### config.mk
export PLATFORM = sky130hd
export DESIGN_NAME = irqagg_top
export DESIGN_NICKNAME = d
export VERILOG_FILES = /design/src/rtl/irqagg_pkg.sv /design/src/rtl/irqagg_chan.sv /design/src/rtl/irqagg_tick.sv /design/src/rtl/irqagg_hostfsm.sv /design/src/rtl/irqagg_top.sv
export SDC_FILE = /design/constraint.sdc
export NUM_CORES = 1
export LEC_CHECK = 0
export ABC_AREA = 0
export BUFFER_PORTS_ARGS = -buffer_cell sky130_fd_sc_hd__buf_2
export CAP_MARGIN = 20
export CORE_UTILIZATION = 50
export DETAILED_ROUTE_END_ITERATION = 8
export PLACE_DENSITY = 0.69
export SETUP_SLACK_MARGIN = 0.05
export SLEW_MARGIN = 10
export SYNTH_ARGS = -nofsm -noshare
export SYNTH_HDL_FRONTEND = slang
export SYNTH_SLANG_ARGS = --single-unit
### constraint.sdc
create_clock -name clk -period 3.6 [get_ports clk]
set_input_delay 0.18 -clock clk [delete_from_list [all_inputs] [get_ports clk]]
set_output_delay 0.18 -clock clk [all_outputs]
set_load 0.01 [all_outputs]
### src/rtl/irqagg_pkg.sv
package irqagg_pkg;

    localparam int CH_PER_GROUP = 8;
    localparam int MAX_GROUPS   = 4;
    localparam int MAX_CH       = CH_PER_GROUP * MAX_GROUPS;
    localparam int ADDR_W       = 7;

    // register addresses
    localparam logic [ADDR_W-1:0] A_GSUM_BASE = 7'h40;
    localparam logic [ADDR_W-1:0] A_TOP_STAT  = 7'h44;
    localparam logic [ADDR_W-1:0] A_TICK_CTL  = 7'h45;
    localparam logic [ADDR_W-1:0] A_HOST_CTL  = 7'h46;

    // host control bits
    localparam int HC_ENABLE = 3;
    localparam int HC_STROBE = 2;

    // channel enable bits
    localparam int EN_MODEM   = 0;
    localparam int EN_RXTRIG  = 1;
    localparam int EN_SPECIAL = 2;
    localparam int EN_TXEMPTY = 4;
    localparam logic [7:0] EN_MASK = 8'h17;

    typedef enum logic [1:0] {
        ST_ARMED   = 2'd0,
        ST_FIRE    = 2'd1,
        ST_RELEASE = 2'd2
    } host_state_e;

endpackage

### src/rtl/irqagg_chan.sv
module irqagg_chan
    import irqagg_pkg::*;
(
    input  logic       clk,
    input  logic       rst_n,
    input  logic       rx_trig_i,
    input  logic       tx_empty_i,
    input  logic       rx_special_i,
    input  logic       cd_i,
    input  logic       cts_i,
    input  logic       dsr_i,
    input  logic       rd_clr_i,
    input  logic       en_we_i,
    input  logic [7:0] en_wdata_i,
    output logic [7:0] cause_o,
    output logic [7:0] en_o,
    output logic       req_o
);

    logic [2:0] mdm_s1, mdm_s2, mdm_prev, mdm_delta, mdm_q;
    logic       spc_q;
    logic [7:0] en_q;
    logic [7:0] gate;

    always_ff @(posedge clk or negedge rst_n) begin
        if (!rst_n) begin
            mdm_s1   <= '0;
            mdm_s2   <= '0;
            mdm_prev <= '0;
        end else begin
            mdm_s1   <= {cd_i, cts_i, dsr_i};
            mdm_s2   <= mdm_s1;
            mdm_prev <= mdm_s2;
        end
    end

    assign mdm_delta = mdm_s2 ^ mdm_prev;

    // a new event wins over a clear in the same cycle
    always_ff @(posedge clk or negedge rst_n) begin
        if (!rst_n) begin
            mdm_q <= '0;
            spc_q <= 1'b0;
        end else begin
            mdm_q <= mdm_delta | (mdm_q & ~{3{rd_clr_i}});
            spc_q <= rx_special_i | (spc_q & ~rd_clr_i);
        end
    end

    always_ff @(posedge clk or negedge rst_n) begin
        if (!rst_n)
            en_q <= '0;
        else if (en_we_i)
            en_q <= en_wdata_i & EN_MASK;
    end

    assign cause_o = {2'b00, rx_trig_i, tx_empty_i, spc_q, mdm_q};
    assign en_o    = en_q;

    assign gate = {2'b00, en_q[EN_RXTRIG], en_q[EN_TXEMPTY], en_q[EN_SPECIAL],
                   {3{en_q[EN_MODEM]}}};
    assign req_o = |(cause_o & gate);

endmodule

### src/rtl/irqagg_tick.sv
module irqagg_tick #(
    parameter int TICK_BASE = 8
) (
    input  logic       clk,
    input  logic       rst_n,
    input  logic [2:0] rate_i,
    input  logic       clr_i,
    output logic       pend_o
);

    localparam int MAX_PERIOD = TICK_BASE << 5;
    localparam int CNT_W      = $clog2(MAX_PERIOD + 1);

    logic [CNT_W-1:0] cnt_q;
    logic [CNT_W-1:0] last_cnt;
    logic             running;
    logic             fire;
    logic             pend_q;

    assign running  = (rate_i != 3'd0) && (rate_i != 3'd7);
    assign last_cnt = running ? CNT_W'((TICK_BASE << (6 - int'(rate_i))) - 1) : '0;
    assign fire     = running && (cnt_q >= last_cnt);

    always_ff @(posedge clk or negedge rst_n) begin
        if (!rst_n)
            cnt_q <= '0;
        else if (!running || fire)
            cnt_q <= '0;
        else
            cnt_q <= cnt_q + 1'b1;
    end

    always_ff @(posedge clk or negedge rst_n) begin
        if (!rst_n)
            pend_q <= 1'b0;
        else
            pend_q <= fire | (pend_q & ~clr_i);
    end

    assign pend_o = pend_q;

endmodule

### src/rtl/irqagg_hostfsm.sv
module irqagg_hostfsm
    import irqagg_pkg::*;
(
    input  logic clk,
    input  logic rst_n,
    input  logic en_i,
    input  logic src_i,
    input  logic strobe_i,
    output logic irq_o
);

    host_state_e state_q, state_d;

    always_ff @(posedge clk or negedge rst_n) begin
        if (!rst_n)
            state_q <= ST_ARMED;
        else
            state_q <= state_d;
    end

    always_comb begin
        state_d = state_q;
        unique case (state_q)
            ST_ARMED:   if (en_i && src_i) state_d = ST_FIRE;
            ST_FIRE: begin
                if (!en_i)         state_d = ST_ARMED;
                else if (strobe_i) state_d = ST_RELEASE;
            end
            ST_RELEASE: state_d = (en_i && src_i) ? ST_FIRE : ST_ARMED;
            default:    state_d = ST_ARMED;
        endcase
    end

    always_comb begin
        irq_o = (state_q == ST_FIRE);
    end

endmodule

### src/rtl/irqagg_top.sv
module irqagg_top
    import irqagg_pkg::*;
#(
    parameter int NUM_GROUPS = 4,
    parameter int TICK_BASE  = 8
) (
    input  logic                           clk,
    input  logic                           rst_n,
    input  logic [6:0]                     reg_addr,
    input  logic                           reg_wr,
    input  logic                           reg_rd,
    input  logic [7:0]                     reg_wdata,
    output logic [7:0]                     reg_rdata,
    input  logic [NUM_GROUPS*8-1:0]        rx_trig_i,
    input  logic [NUM_GROUPS*8-1:0]        tx_empty_i,
    input  logic [NUM_GROUPS*8-1:0]        rx_special_i,
    input  logic [NUM_GROUPS*8-1:0]        cd_i,
    input  logic [NUM_GROUPS*8-1:0]        cts_i,
    input  logic [NUM_GROUPS*8-1:0]        dsr_i,
    output logic                           host_irq_o
);

    localparam int NCH = NUM_GROUPS * CH_PER_GROUP;

    logic [7:0]        tctl_q;
    logic              hen_q;
    logic [7:0]        cause_arr [MAX_CH];
    logic [7:0]        en_arr    [MAX_CH];
    logic [MAX_CH-1:0] req_v;
    logic [7:0]        gsum      [MAX_GROUPS];
    logic [3:0]        grp_has;
    logic [3:0]        top_st;
    logic [3:0]        grp_en;
    logic              is_cause, is_en, is_gsum;
    logic [4:0]        ch_idx;
    logic              grp_ok, gsum_ok;
    logic              strobe;
    logic              tick_pend;
    logic              src_any;
    logic [7:0]        rd_val;

    assign grp_en   = tctl_q[3:0];
    assign is_cause = (reg_addr[6:5] == 2'b00);
    assign is_en    = (reg_addr[6:5] == 2'b01);
    assign is_gsum  = (reg_addr[6:2] == A_GSUM_BASE[6:2]);
    assign ch_idx   = reg_addr[4:0];
    assign grp_ok   = (int'(reg_addr[4:3]) < NUM_GROUPS) && grp_en[reg_addr[4:3]];
    assign gsum_ok  = (int'(reg_addr[1:0]) < NUM_GROUPS) && grp_en[reg_addr[1:0]];
    assign strobe   = reg_wr && (reg_addr == A_HOST_CTL) && reg_wdata[HC_STROBE];

    for (genvar c = 0; c < MAX_CH; c++) begin : g_ch
        if (c < NCH) begin : g_real
            logic rd_clr, en_we;
            assign rd_clr = reg_rd && is_cause && grp_ok && (ch_idx == 5'(c));
            assign en_we  = reg_wr && is_en && grp_ok && (ch_idx == 5'(c));
            irqagg_chan u_chan (
                .clk          (clk),
                .rst_n        (rst_n),
                .rx_trig_i    (rx_trig_i[c]),
                .tx_empty_i   (tx_empty_i[c]),
                .rx_special_i (rx_special_i[c]),
                .cd_i         (cd_i[c]),
                .cts_i        (cts_i[c]),
                .dsr_i        (dsr_i[c]),
                .rd_clr_i     (rd_clr),
                .en_we_i      (en_we),
                .en_wdata_i   (reg_wdata),
                .cause_o      (cause_arr[c]),
                .en_o         (en_arr[c]),
                .req_o        (req_v[c])
            );
        end else begin : g_absent
            assign cause_arr[c] = '0;
            assign en_arr[c]    = '0;
            assign req_v[c]     = 1'b0;
        end
    end

    for (genvar g = 0; g < MAX_GROUPS; g++) begin : g_grp
        assign gsum[g]    = req_v[g*CH_PER_GROUP +: CH_PER_GROUP];
        assign grp_has[g] = |gsum[g];
    end

    assign top_st  = grp_en & grp_has;
    assign src_any = tick_pend | (~tctl_q[7] & (|top_st));

    always_ff @(posedge clk or negedge rst_n) begin
        if (!rst_n) begin
            tctl_q <= '0;
            hen_q  <= 1'b0;
        end else if (reg_wr) begin
            if (reg_addr == A_TICK_CTL) tctl_q <= reg_wdata;
            if (reg_addr == A_HOST_CTL) hen_q  <= reg_wdata[HC_ENABLE];
        end
    end

    always_comb begin
        rd_val = '0;
        if (is_cause) begin
            if (grp_ok) rd_val = cause_arr[ch_idx];
        end else if (is_en) begin
            if (grp_ok) rd_val = en_arr[ch_idx];
        end else if (is_gsum) begin
            if (gsum_ok) rd_val = gsum[reg_addr[1:0]];
        end else if (reg_addr == A_TOP_STAT) begin
            rd_val = {4'b0000, top_st};
        end else if (reg_addr == A_TICK_CTL) begin
            rd_val = tctl_q;
        end else if (reg_addr == A_HOST_CTL) begin
            rd_val = {4'b0000, hen_q, 3'b000};
        end
    end

    always_ff @(posedge clk or negedge rst_n) begin
        if (!rst_n)
            reg_rdata <= '0;
        else
            reg_rdata <= reg_rd ? rd_val : 8'h00;
    end

    irqagg_tick #(.TICK_BASE(TICK_BASE)) u_tick (
        .clk    (clk),
        .rst_n  (rst_n),
        .rate_i (tctl_q[6:4]),
        .clr_i  (strobe),
        .pend_o (tick_pend)
    );

    irqagg_hostfsm u_fsm (
        .clk      (clk),
        .rst_n    (rst_n),
        .en_i     (hen_q),
        .src_i    (src_any),
        .strobe_i (strobe),
        .irq_o    (host_irq_o)
    );

endmodule

# --- Word level (Yosys, flattened, before mapping) ---
# Index checks and enable logic that the tools add are counted.
totals:
  register_bits: 573
  wordCells: 662
  inputBits: 211
  out_inout_bits: 9
classes:
  shifts: 1
  add_sub_neg: 3
  reduce_logical: 119
  bitwise: 265
  n_mux: 30
  n_eq_ne: 41
  order_cmp: 5
op_table:
  columns: ["operator", "n"]
  rows:
  - ["$reduce_or A64 Y1", 4]
  - ["$reduce_or A8 Y1", 32]
  - ["$and A6 B6 Y6", 32]
  - ["$mux W8", 15]
  - ["$and A3 B3 Y3", 32]
  - ["$not A3 Y3", 32]
  - ["$or A3 B3 Y3", 32]
  - ["$xor A3 B3 Y3", 32]
  - ["$eq A5 B5 Y1 const B", 17]
  - ["$bmux W8 S5", 2]
  - ["$logic_and A1 B1 Y1", 73]
  - ["$eq A5 B4 Y1 const B", 8]
  - ["$and A1 B1 Y1", 34]
  - ["$not A1 Y1", 34]
  - ["$or A1 B1 Y1", 34]
  - ["$shl A4 B32 Y9 const A", 1]
  - ["$eq A7 B7 Y1 const B", 3]
  - ["$eq A5 B3 Y1 const B", 4]
  - ["$mux W9", 2]
  - ["$bmux W8 S2", 1]
  - ["$eq A5 B2 Y1 const B", 2]
  - ["$add A9 B1 Y9 const B", 1]
  - ["$ge A9 B9 Y1", 1]
  - ["$sub A9 B2 Y9 const B", 1]
  - ["25 further kinds", 35]

# --- Logic depth before layout (Yosys ltp) ---
# Gate-level depths: netlist of the first run.
logic_depth:
  ltp_word: 10
  ltp_mapped: 12
  ltp_nobuf: 11

# --- Hierarchy ---
# A second synthesis of the first run with hierarchy kept.
unflattened:
  cells_unflattened: 1978
  area_unflattened_um2: 26703.1
modules_own_cells:
  columns: ["mod", "cells_per_inst", "instances", "area_each_um2", "seq_area_each_um2"]
  rows:
  - ["irqagg_chan", 42, 32, 623.1, 425.4]
  - ["irqagg_top", 533, 1, 5809.3, 425.4]
  - ["irqagg_tick", 94, 1, 864.6, 250.2]
  - ["irqagg_hostfsm", 7, 1, 90.1, 50.0]

# --- Least setup slack after synthesis of the first run ---
# OpenSTA, ideal clock, no wires.
synth_path:
  path_type: "register to register"
  startpoint: "register tctl_q[4]"
  endpoint: "register u_tick.cnt_q[2]"
  required_time_ns: 3.475
  setup_ns: 0.125
  synth_period_minus_slack_ns: 2.880
  path_stages_with_launch: 10
  path_buffers: 0
  t_arrival_ns: 2.755
  setup_slack_ns: 0.720
  cell_sequence: "dfrtp_1 -> ha_1 -> mux2i_1 -> clkinv_1 -> ha_1 -> a21o_1 -> a21o_1 -> a211oi_1 -> o21ai_1 -> a2111oi_0"
synth_between:
  elab_chain_cells: 8
  elab_cells_between_ends: 12
  cone_classes: "add/sub: 2; order compare: 1; eq/ne: 1; shift: 1; mux: 2; reduce/logical: 5"
synth_rtl:
  columns: ["element", "line", "source"]
  rows:
  - ["start, declared", "irqagg_top.sv:25", "logic [7:0] tctl_q;"]
  - ["start signal, assigned", "irqagg_top.sv:92", "if (reg_addr == A_TICK_CTL) tctl_q <= reg_wdata;"]
  - ["$sub A3 B3 Y4", "irqagg_tick.sv:21", "assign last_cnt = running ? CNT_W'((TICK_BASE << (6 - int'(rate_i))) - 1) : '0;"]
  - ["$shl A4 B32 Y9", "irqagg_tick.sv:21", null]
  - ["$sub A9 B2 Y9", "irqagg_tick.sv:21", null]
  - ["$mux W9", "irqagg_tick.sv:21", null]
  - ["$ge A9 B9 Y1", "irqagg_tick.sv:22", "assign fire = running && (cnt_q >= last_cnt);"]
  - ["$logic_and A1 B1 Y1", "irqagg_tick.sv:22", null]
  - ["$logic_or A1 B1 Y1 *", "irqagg_tick.sv:27", "else if (!running || fire)"]
  - ["$mux W9 *", "irqagg_tick.sv:27", null]
  - ["end signal, assigned", "irqagg_tick.sv:30", "cnt_q <= cnt_q + 1'b1;"]
  - ["end, declared", "irqagg_tick.sv:14", "logic [CNT_W-1:0] cnt_q;"]
# Mark *: on every way between the ends. The rest lies on a longest branch, timed or not.
# A chain may end at the register's enable or synchronous reset.

# --- Worst setup path in the final report of the first run ---
layout_path:
  startpoint: "register tctl_q[4]"
  endpoint: "register u_tick.cnt_q[5]"
# Same word-level chain as after synthesis.

==> flow_summary.ini, run 1 <==
[clock_tree]
cts_buffer_depth = 3
clkLatencyLatePin_ns = 0.62
post_cts_resized = 0
ctsRootBufferMaster = clkbuf_16
numCtsBuffers = 54
cts_num_sinks = 573
clkTransAtPathRegs_ns = 0.07
cts_tree = built
cts.htree.levels = 2

[sta]
clock_skew_ns = 0.02195
rsz0062_at_grt = false
final.setup.tns_ns = 0
finalSetupViolations = 0
max_slew_margin_pct = 25.97
fmax_mhz = 319.1
period_share_pct = 87.05
period_needed_ns = 3.134
tightest_slew_ns = 1.083
finalHoldViolCount = 0
slew_violations = 0

[cells_and_area]
final_cells = 2575
fin_util_pct = 62.48
stdcell_area_um2 = 27870
final_net_count = 2165
layout-drive-gt1-share_pct = 29.52
syn_to_final_growth_pct = 22.41

[yosys]
synthCells = 1553
seq_area_frac_synth_pct = 62.98
yosysWarningCount = 0
synth-seq-cells = 573
ys_types = 54
syn_nets = 1779
syn_area_um2 = 22770
synth_ff_type = dfrtp_1
synth-edff-count = 0
synthArstFlopShare_pct = 100.0
synth.avg_cell_area_um2 = 14.66

[global_routing]
antenna_found_initial = 3
grt_use_met2_pct = 42.45
busiest_layer = met2
grt_overflow = 0
use_met3_pct = 5.553
grt_pass1_vias = 15520
grt_pass1_wl_um = 92650
grt_usage_pct = 26.62
grt_max_degree = 114
met1_usage_pct = 35.89

[detailed_routing]
wirelength_um = 59590
drt_iter0_markers = 1437
dr.pass1.iters = 6
wire_per_inst_um = 23.14
vias = 14760
postRouteAntennaNets = 0
drc = 0
viasPerCell = 5.733

[floorplanning]
die_area_um2 = 46390
core_um2 = 44610
ios = 220
die_y_um = 215.4
row_count = 77
initial_core_util_pct = 51.04
die_w_um = 215.4

[place]
placed_area_um2 = 24650
io_buffers = 219
dp_cells = 2338
hpwl_um = 42060
finalWeightedCongestion = 0.9751

[setup_path]
end_kind = flip-flop
crit_arrival_ns = 3.60
crit_path_max_fanout = 11
required_ns = 4.06
crit_type = reg2reg
cp-start-kind = flip-flop

[status]
status = completed

[power_and_ir_drop]
ir_drop_uv = 421.9
power_density_nw_per_um2 = 488.3
p_leak_nw = 12.34

[job]
maxCapViolations = 0

[worst_hold_path]
worstHoldPathType = in2reg
==> stage by stage <==
| stage | hold WS, ns | setup WS [ns] | power [W] |
|---|---|---|---|
| 2_1_floorplan | -0.1156 | 0.7197 | 0.007277 |
| 3_3_place_gp | 0.2873 | 0.6309 | 0.007738 |
| 3_5_place_dp | 0.2893 | 0.5402 | 0.007757 |
| 4_1_cts | 0.03895 | 0.4850 | 0.01373 |
| 5_1_grt | 0.1164 | 0.1451 | 0.01410 |
| 6_report | 0.07235 | 0.4662 | 0.01361 |
==> cell usage in the layout (no fill, tap or decap), types with 8 or more instances in the layout <==
cell / count
a2111oi_0: 11
a21o_1: 77
a21oi_1: 16
a222oi_1: 32
a22oi_1: 8
buf_2: 216
buf_4: 25
clkbuf_1: 8
clkbuf_16: 54
clkbuf_8: 13
clkinv_2: 12
dfrtp_1: 573
dlygate4sd3_1: 137
ha_1: 15
mux2_1: 8
mux2_2: 135
mux2i_1: 15
mux4_2: 95
nand2_1: 216
nand2b_1: 10
nand3_1: 17
nor2_1: 28
nor3_2: 10
nor4_1: 10
o21ai_0: 8
o31ai_1: 33
xnor2_1: 58
xor2_1: 48
==> path summary, 6_finish.rpt <==
| check | slack (ns) | start | cells after the start | endpoint |
|---|---|---|---|---|
| max | 0.47 | tctl_q[4] | 11 | u_tick.cnt_q[5] |
| min | 0.07 | reg_addr[5] | 4 | reg_rdata[1] |
| max reg2reg | 0.47 | tctl_q[4] | 11 | u_tick.cnt_q[5] |
| min reg2reg | 0.34 | g_ch[25].g_real.u_chan.mdm_s1[0] | 0 | g_ch[25].g_real.u_chan.mdm_s2[0] |
| max in group asynchronous | 2.22 | rst_n | 3 | g_ch[13].g_real.u_chan.mdm_prev[2] |
| min in group asynchronous | 0.24 | rst_n | 2 | g_ch[2].g_real.u_chan.mdm_s1[0] |
==> routing by layer <==
metal | wire length [µm] | part of all wire (%) | vias up
met4 | 2372 | 4.0 | 4
met2 | 28310 | 48 | 595
li1 | - | - | 6441
met5 | 27 | 0.045 | -
met1 | 24480 | 41 | 7594
met3 | 4398 | 7.4 | 129
==> layout make-up <==
| type | count | area (µm²) |
|---|---|---|
| Fill cell | 3360 | 16740 |
| Inverter | 8 | 30.03 |
| Timing Repair Buffer | 385 | 2766 |
| Multi-Input combinational cell | 917 | 8144 |
| Clock buffer | 75 | 1560 |
| Tap cell | 592 | 740.7 |
| Clock inverter | 24 | 285.3 |
| Antenna cell | 1 | 2.502 |
| Sequential cell | 573 | 14340 |
==> registers in the layout, summed over array words and instances, names as in the netlist, 9 cells and up <==
register / cells
g_ch.g_real.u_chan.en_o: 128
g_ch.g_real.u_chan.spc_q: 32
u_tick.cnt_q: 9
g_ch.g_real.u_chan.mdm_s1: 96
g_ch.g_real.u_chan.mdm_q: 96
g_ch.g_real.u_chan.mdm_prev: 96
g_ch.g_real.u_chan.mdm_s2: 96
==> Yosys cell counts (all sizes together) (3+ instances only) <==
| master | number | share of area (%) |
|---|---|---|
| and2 | 6 | 0.16 |
| nor3 | 16 | 0.57 |
| nor2 | 29 | 0.49 |
| and3 | 5 | 0.14 |
| inv | 6 | 0.099 |
| a31oi | 3 | 0.082 |
| mux2i | 15 | 0.66 |
| o221ai | 4 | 0.15 |
| nand3 | 17 | 0.37 |
| nor2b | 6 | 0.16 |
| a211oi | 3 | 0.099 |
| nand2b | 10 | 0.27 |
| o21ai | 9 | 0.20 |
| o2111ai | 3 | 0.12 |
| xor2 | 48 | 1.8 |
| xnor2 | 58 | 2.2 |
| mux4 | 95 | 9.4 |
| a222oi | 32 | 1.4 |
| or2 | 3 | 0.082 |
| a21oi | 16 | 0.35 |
| a21o | 77 | 2.5 |
| o22ai | 4 | 0.11 |
| dfrtp | 573 | 63 |
| a21boi | 3 | 0.099 |
| a22oi | 8 | 0.26 |
| a32oi | 3 | 0.12 |
| clkbuf | 29 | 0.48 |
| nand2 | 216 | 3.6 |
| buf | 26 | 0.64 |
| nor4 | 11 | 0.33 |
| mux2 | 143 | 7.1 |
| o31ai | 33 | 1.1 |
| ha | 15 | 0.82 |
| a2111oi | 11 | 0.42 |
==> power by group <==
group / total [W] / leakage (nW) / internal [W] / switching, W
Combinational: 0.00101 / 4.78 / 0.000454 / 0.000556
Clock: 0.00585 / 0.907 / 0.00339 / 0.00245
Sequential: 0.00675 / 6.66 / 0.00663 / 0.000117
Total: 0.0136 / 12.3 / 0.0105 / 0.00312
==> cells by family (layout without fill, tap and decap cells) <==
kind of cell	count (synthesis)	in the layout	share of synthesized area (%)
XOR/XNOR	106	106	4.078
AO/OA/AOI/OAI	217	217	7.359
other	0	1	0
flip-flops	573	573	62.98
multiplexers	253	253	17.13
adder cells (fa/ha/maj)	15	15	0.8244
AND/OR/NAND/NOR	326	326	6.381
buffers and inverters	63	492	1.248
==> critical path, cell delays in order, from the launching register on <==
cell and delay, ns:
dfrtp_1 0.46, inv_1 0.12, ha_1 0.22, mux2i_1 0.13
buf_4 0.17, clkinv_1 0.25, ha_1 0.37, a21o_1 0.16
a21o_1 0.19, a211oi_1 0.23, o21ai_1 0.23, a2111oi_0 0.47
==> what timing repair did <==
item                                   4_1_cts  5_1_grt
endpoints found under the hold margin      239        0
setup buffers                                0        0
hold buffers                               137        0
Power figures use the tool's default switching activity.
==> inputs of run 2 (changes only) <==
--- a/config.mk
+++ b/config.mk
@@ -10,7 +10,7 @@
 export CAP_MARGIN = 20
 export CORE_UTILIZATION = 50
 export DETAILED_ROUTE_END_ITERATION = 8
-export PLACE_DENSITY = 0.69
+export PLACE_DENSITY = 0.76
 export SETUP_SLACK_MARGIN = 0.05
 export SLEW_MARGIN = 10
 export SYNTH_ARGS = -nofsm -noshare
==> run 2 against run 1 <==
Wire length is 0.49% higher. Clock skew is 0.00082 ns higher. Final cell count hardly changed. Sequential power hardly changed. First-iteration DRC count is 0.77% lower. Flip-flop and latch count stayed put. Core utilization is 0.29 points higher. Global-route usage is 0.098 points higher.
==> flow_summary.ini, run 2 (synthesis gave the netlist of run 1 again) <==
[status]
status = completed

[place]
hpwl_um = 41840
io_buffers = 219
finalWeightedCongestion = 0.9588

[clock_tree]
cts_tree = built
cts_num_sinks = 573
numCtsBuffers = 56
cts_buffer_depth = 3
clkLatencyLatePin_ns = 0.63
post_cts_buffers = 0
ctsRootBufferMaster = clkbuf_16
clkTransAtPathRegs_ns = 0.07
cts.htree.levels = 2

[global_routing]
grt_max_degree = 144
grt_pass1_vias = 15950
grt_overflow = 0
antenna_found_initial = 4
grt_usage_pct = 26.71
grt_pass1_wl_um = 93870

[detailed_routing]
vias = 14990
drt_iter0_markers = 1426
wl_met3_um = 4753
met1_length_um = 24300
postRouteAntennaNets = 0
viasPerCell = 5.821
dr.pass1.iters = 6
wire_per_inst_um = 23.25
drc = 0
wl_met2_um = 28960
maxUsedRoutingLayer = met5
wirelength_um = 59880

[setup_path]
crit_arrival_ns = 3.79
crit_type = reg2reg
required_ns = 4.06
crit_path_max_fanout = 11
end_kind = flip-flop
cp-start-kind = flip-flop

[floorplanning]
initial_core_util_pct = 51.04
core_um2 = 44610
ios = 220
die_area_um2 = 46390
die_w_um = 215.4
row_count = 77
die_y_um = 215.4

[sta]
tightest_slew_ns = 0.9630
finalSetupViolations = 0
max_slew_margin_pct = 35.80
rsz0062_at_grt = false
clock_skew_ns = 0.02277
finalHoldViolCount = 0
period_needed_ns = 3.330
period_share_pct = 92.51
fmax_mhz = 300.3
slew_violations = 0
final.setup.tns_ns = 0

[power_and_ir_drop]
p_switching_w = 0.003221
ir_drop_uv = 394.4
power_frac_clock_pct = 44.6
seq_power_share_pct = 48.2
power_switching_share_pct = 23.01
p_int_w = 0.01078
p_leak_nw = 12.39
power_density_nw_per_um2 = 500.0
pwr-share-comb_pct = 7.2

[cells_and_area]
final_cell_mix = dfrtp_1 (573), nand2_1 (216), buf_2 (216)
multiInputGateArea_um2 = 8145
final_net_count = 2163
final_common_cell = dfrtp_1
largest_reg_flops = 128
regArea_um2 = 14340
layout-drive-gt1-share_pct = 29.64
fin_util_pct = 62.77
syn_to_final_growth_pct = 22.98
n_fill_cell = 3267
antenna_cells = 0

[worst_hold_path]
worstHoldPathType = in2reg

[job]
maxCapViolations = 0
==> run 2: changes by cell type in the layout (fill, tap and decap cells not counted), sizes merged, moves of 2 or more <==
| cell | previous run | this run |
|---|---|---|
| buf | 248 | 244 |
| clkinvlp | 4 | 6 |
| clkbuf | 75 | 73 |
| bufinv | 5 | 8 |
| inv | 7 | 9 |
==> run 2: worst paths after layout <==
path / from / endpoint / slack, ns / cells past startpoint
min reg2reg: g_ch[23].g_real.u_chan.mdm_s1[1] / g_ch[23].g_real.u_chan.mdm_s2[1] / 0.34 / 0
min in group asynchronous: rst_n / g_ch[1].g_real.u_chan.mdm_s1[1] / 0.13 / 2
max reg2reg: tctl_q[4] / u_tick.cnt_q[4] / 0.27 / 11
max in group asynchronous: rst_n / g_ch[29].g_real.u_chan.mdm_q[2] / 2.30 / 3
max: tctl_q[4] / u_tick.cnt_q[4] / 0.27 / 11
min: reg_addr[5] / reg_rdata[0] / 0.08 / 5
==> run 2: what timing repair did <==
action / CTS / global route
hold buffers: 137 / 0
gates resized for setup: 0 / 1
hold endpoints to repair: 201 / 0
setup endpoints to repair: 0 / 1
==> run 2: layout make-up <==
class	instances	share of cell area, %
Sequential cell	573	51.21
Timing Repair Buffer	381	9.773
Multi-Input combinational cell	917	29.09
Inverter	8	0.1073
Clock inverter	32	1.537
Tap cell	592	2.646
Clock buffer	73	5.631
==> run 2: routing by layer <==
metal / vias up / GRT usage [%]
li1: 6438 / -
met1: 7711 / 35.75
met2: 707 / 43.20
met3: 134 / 6.469
met4: 4 / 8.700
met5: - / 0
==> run 2: power by group through the flow <==
stage               clock network (W)  logic (W)  registers, W
global placement                    0   0.000873       0.00686
detailed placement                  0   0.000887       0.00687
floorplan                           0   0.000443       0.00683
finish                        0.00624    0.00101       0.00675
global route                  0.00660    0.00110       0.00677
CTS                           0.00634    0.00101       0.00675
==> run 2: metrics by stage <==
step | hold slack [ns] | cell area, µm² | power, W | instances | worst slack (ns)
2_1_floorplan | -0.1156 | 22770 | 0.007277 | 1553 | 0.7197
5_1_grt | 0.1274 | 28000 | 0.01447 | 2576 | 0.06829
3_3_place_gp | 0.1683 | 24620 | 0.007730 | 2334 | 0.6674
4_1_cts | 0.04369 | 28000 | 0.01410 | 2576 | 0.3196
6_report | 0.08330 | 28000 | 0.01400 | 2576 | 0.2697
3_5_place_dp | 0.1825 | 24620 | 0.007753 | 2334 | 0.2991
==> run 2: worst max-delay path: stages (launching register included) <==
cell       delay [ns]
dfrtp_1          0.50
inv_1            0.14
ha_1             0.22
mux2i_1          0.15
buf_4            0.18
clkinv_1         0.26
ha_1             0.37
a21o_1           0.16
a21o_1           0.19
a211oi_1         0.23
o21ai_1          0.23
a2111oi_0        0.53
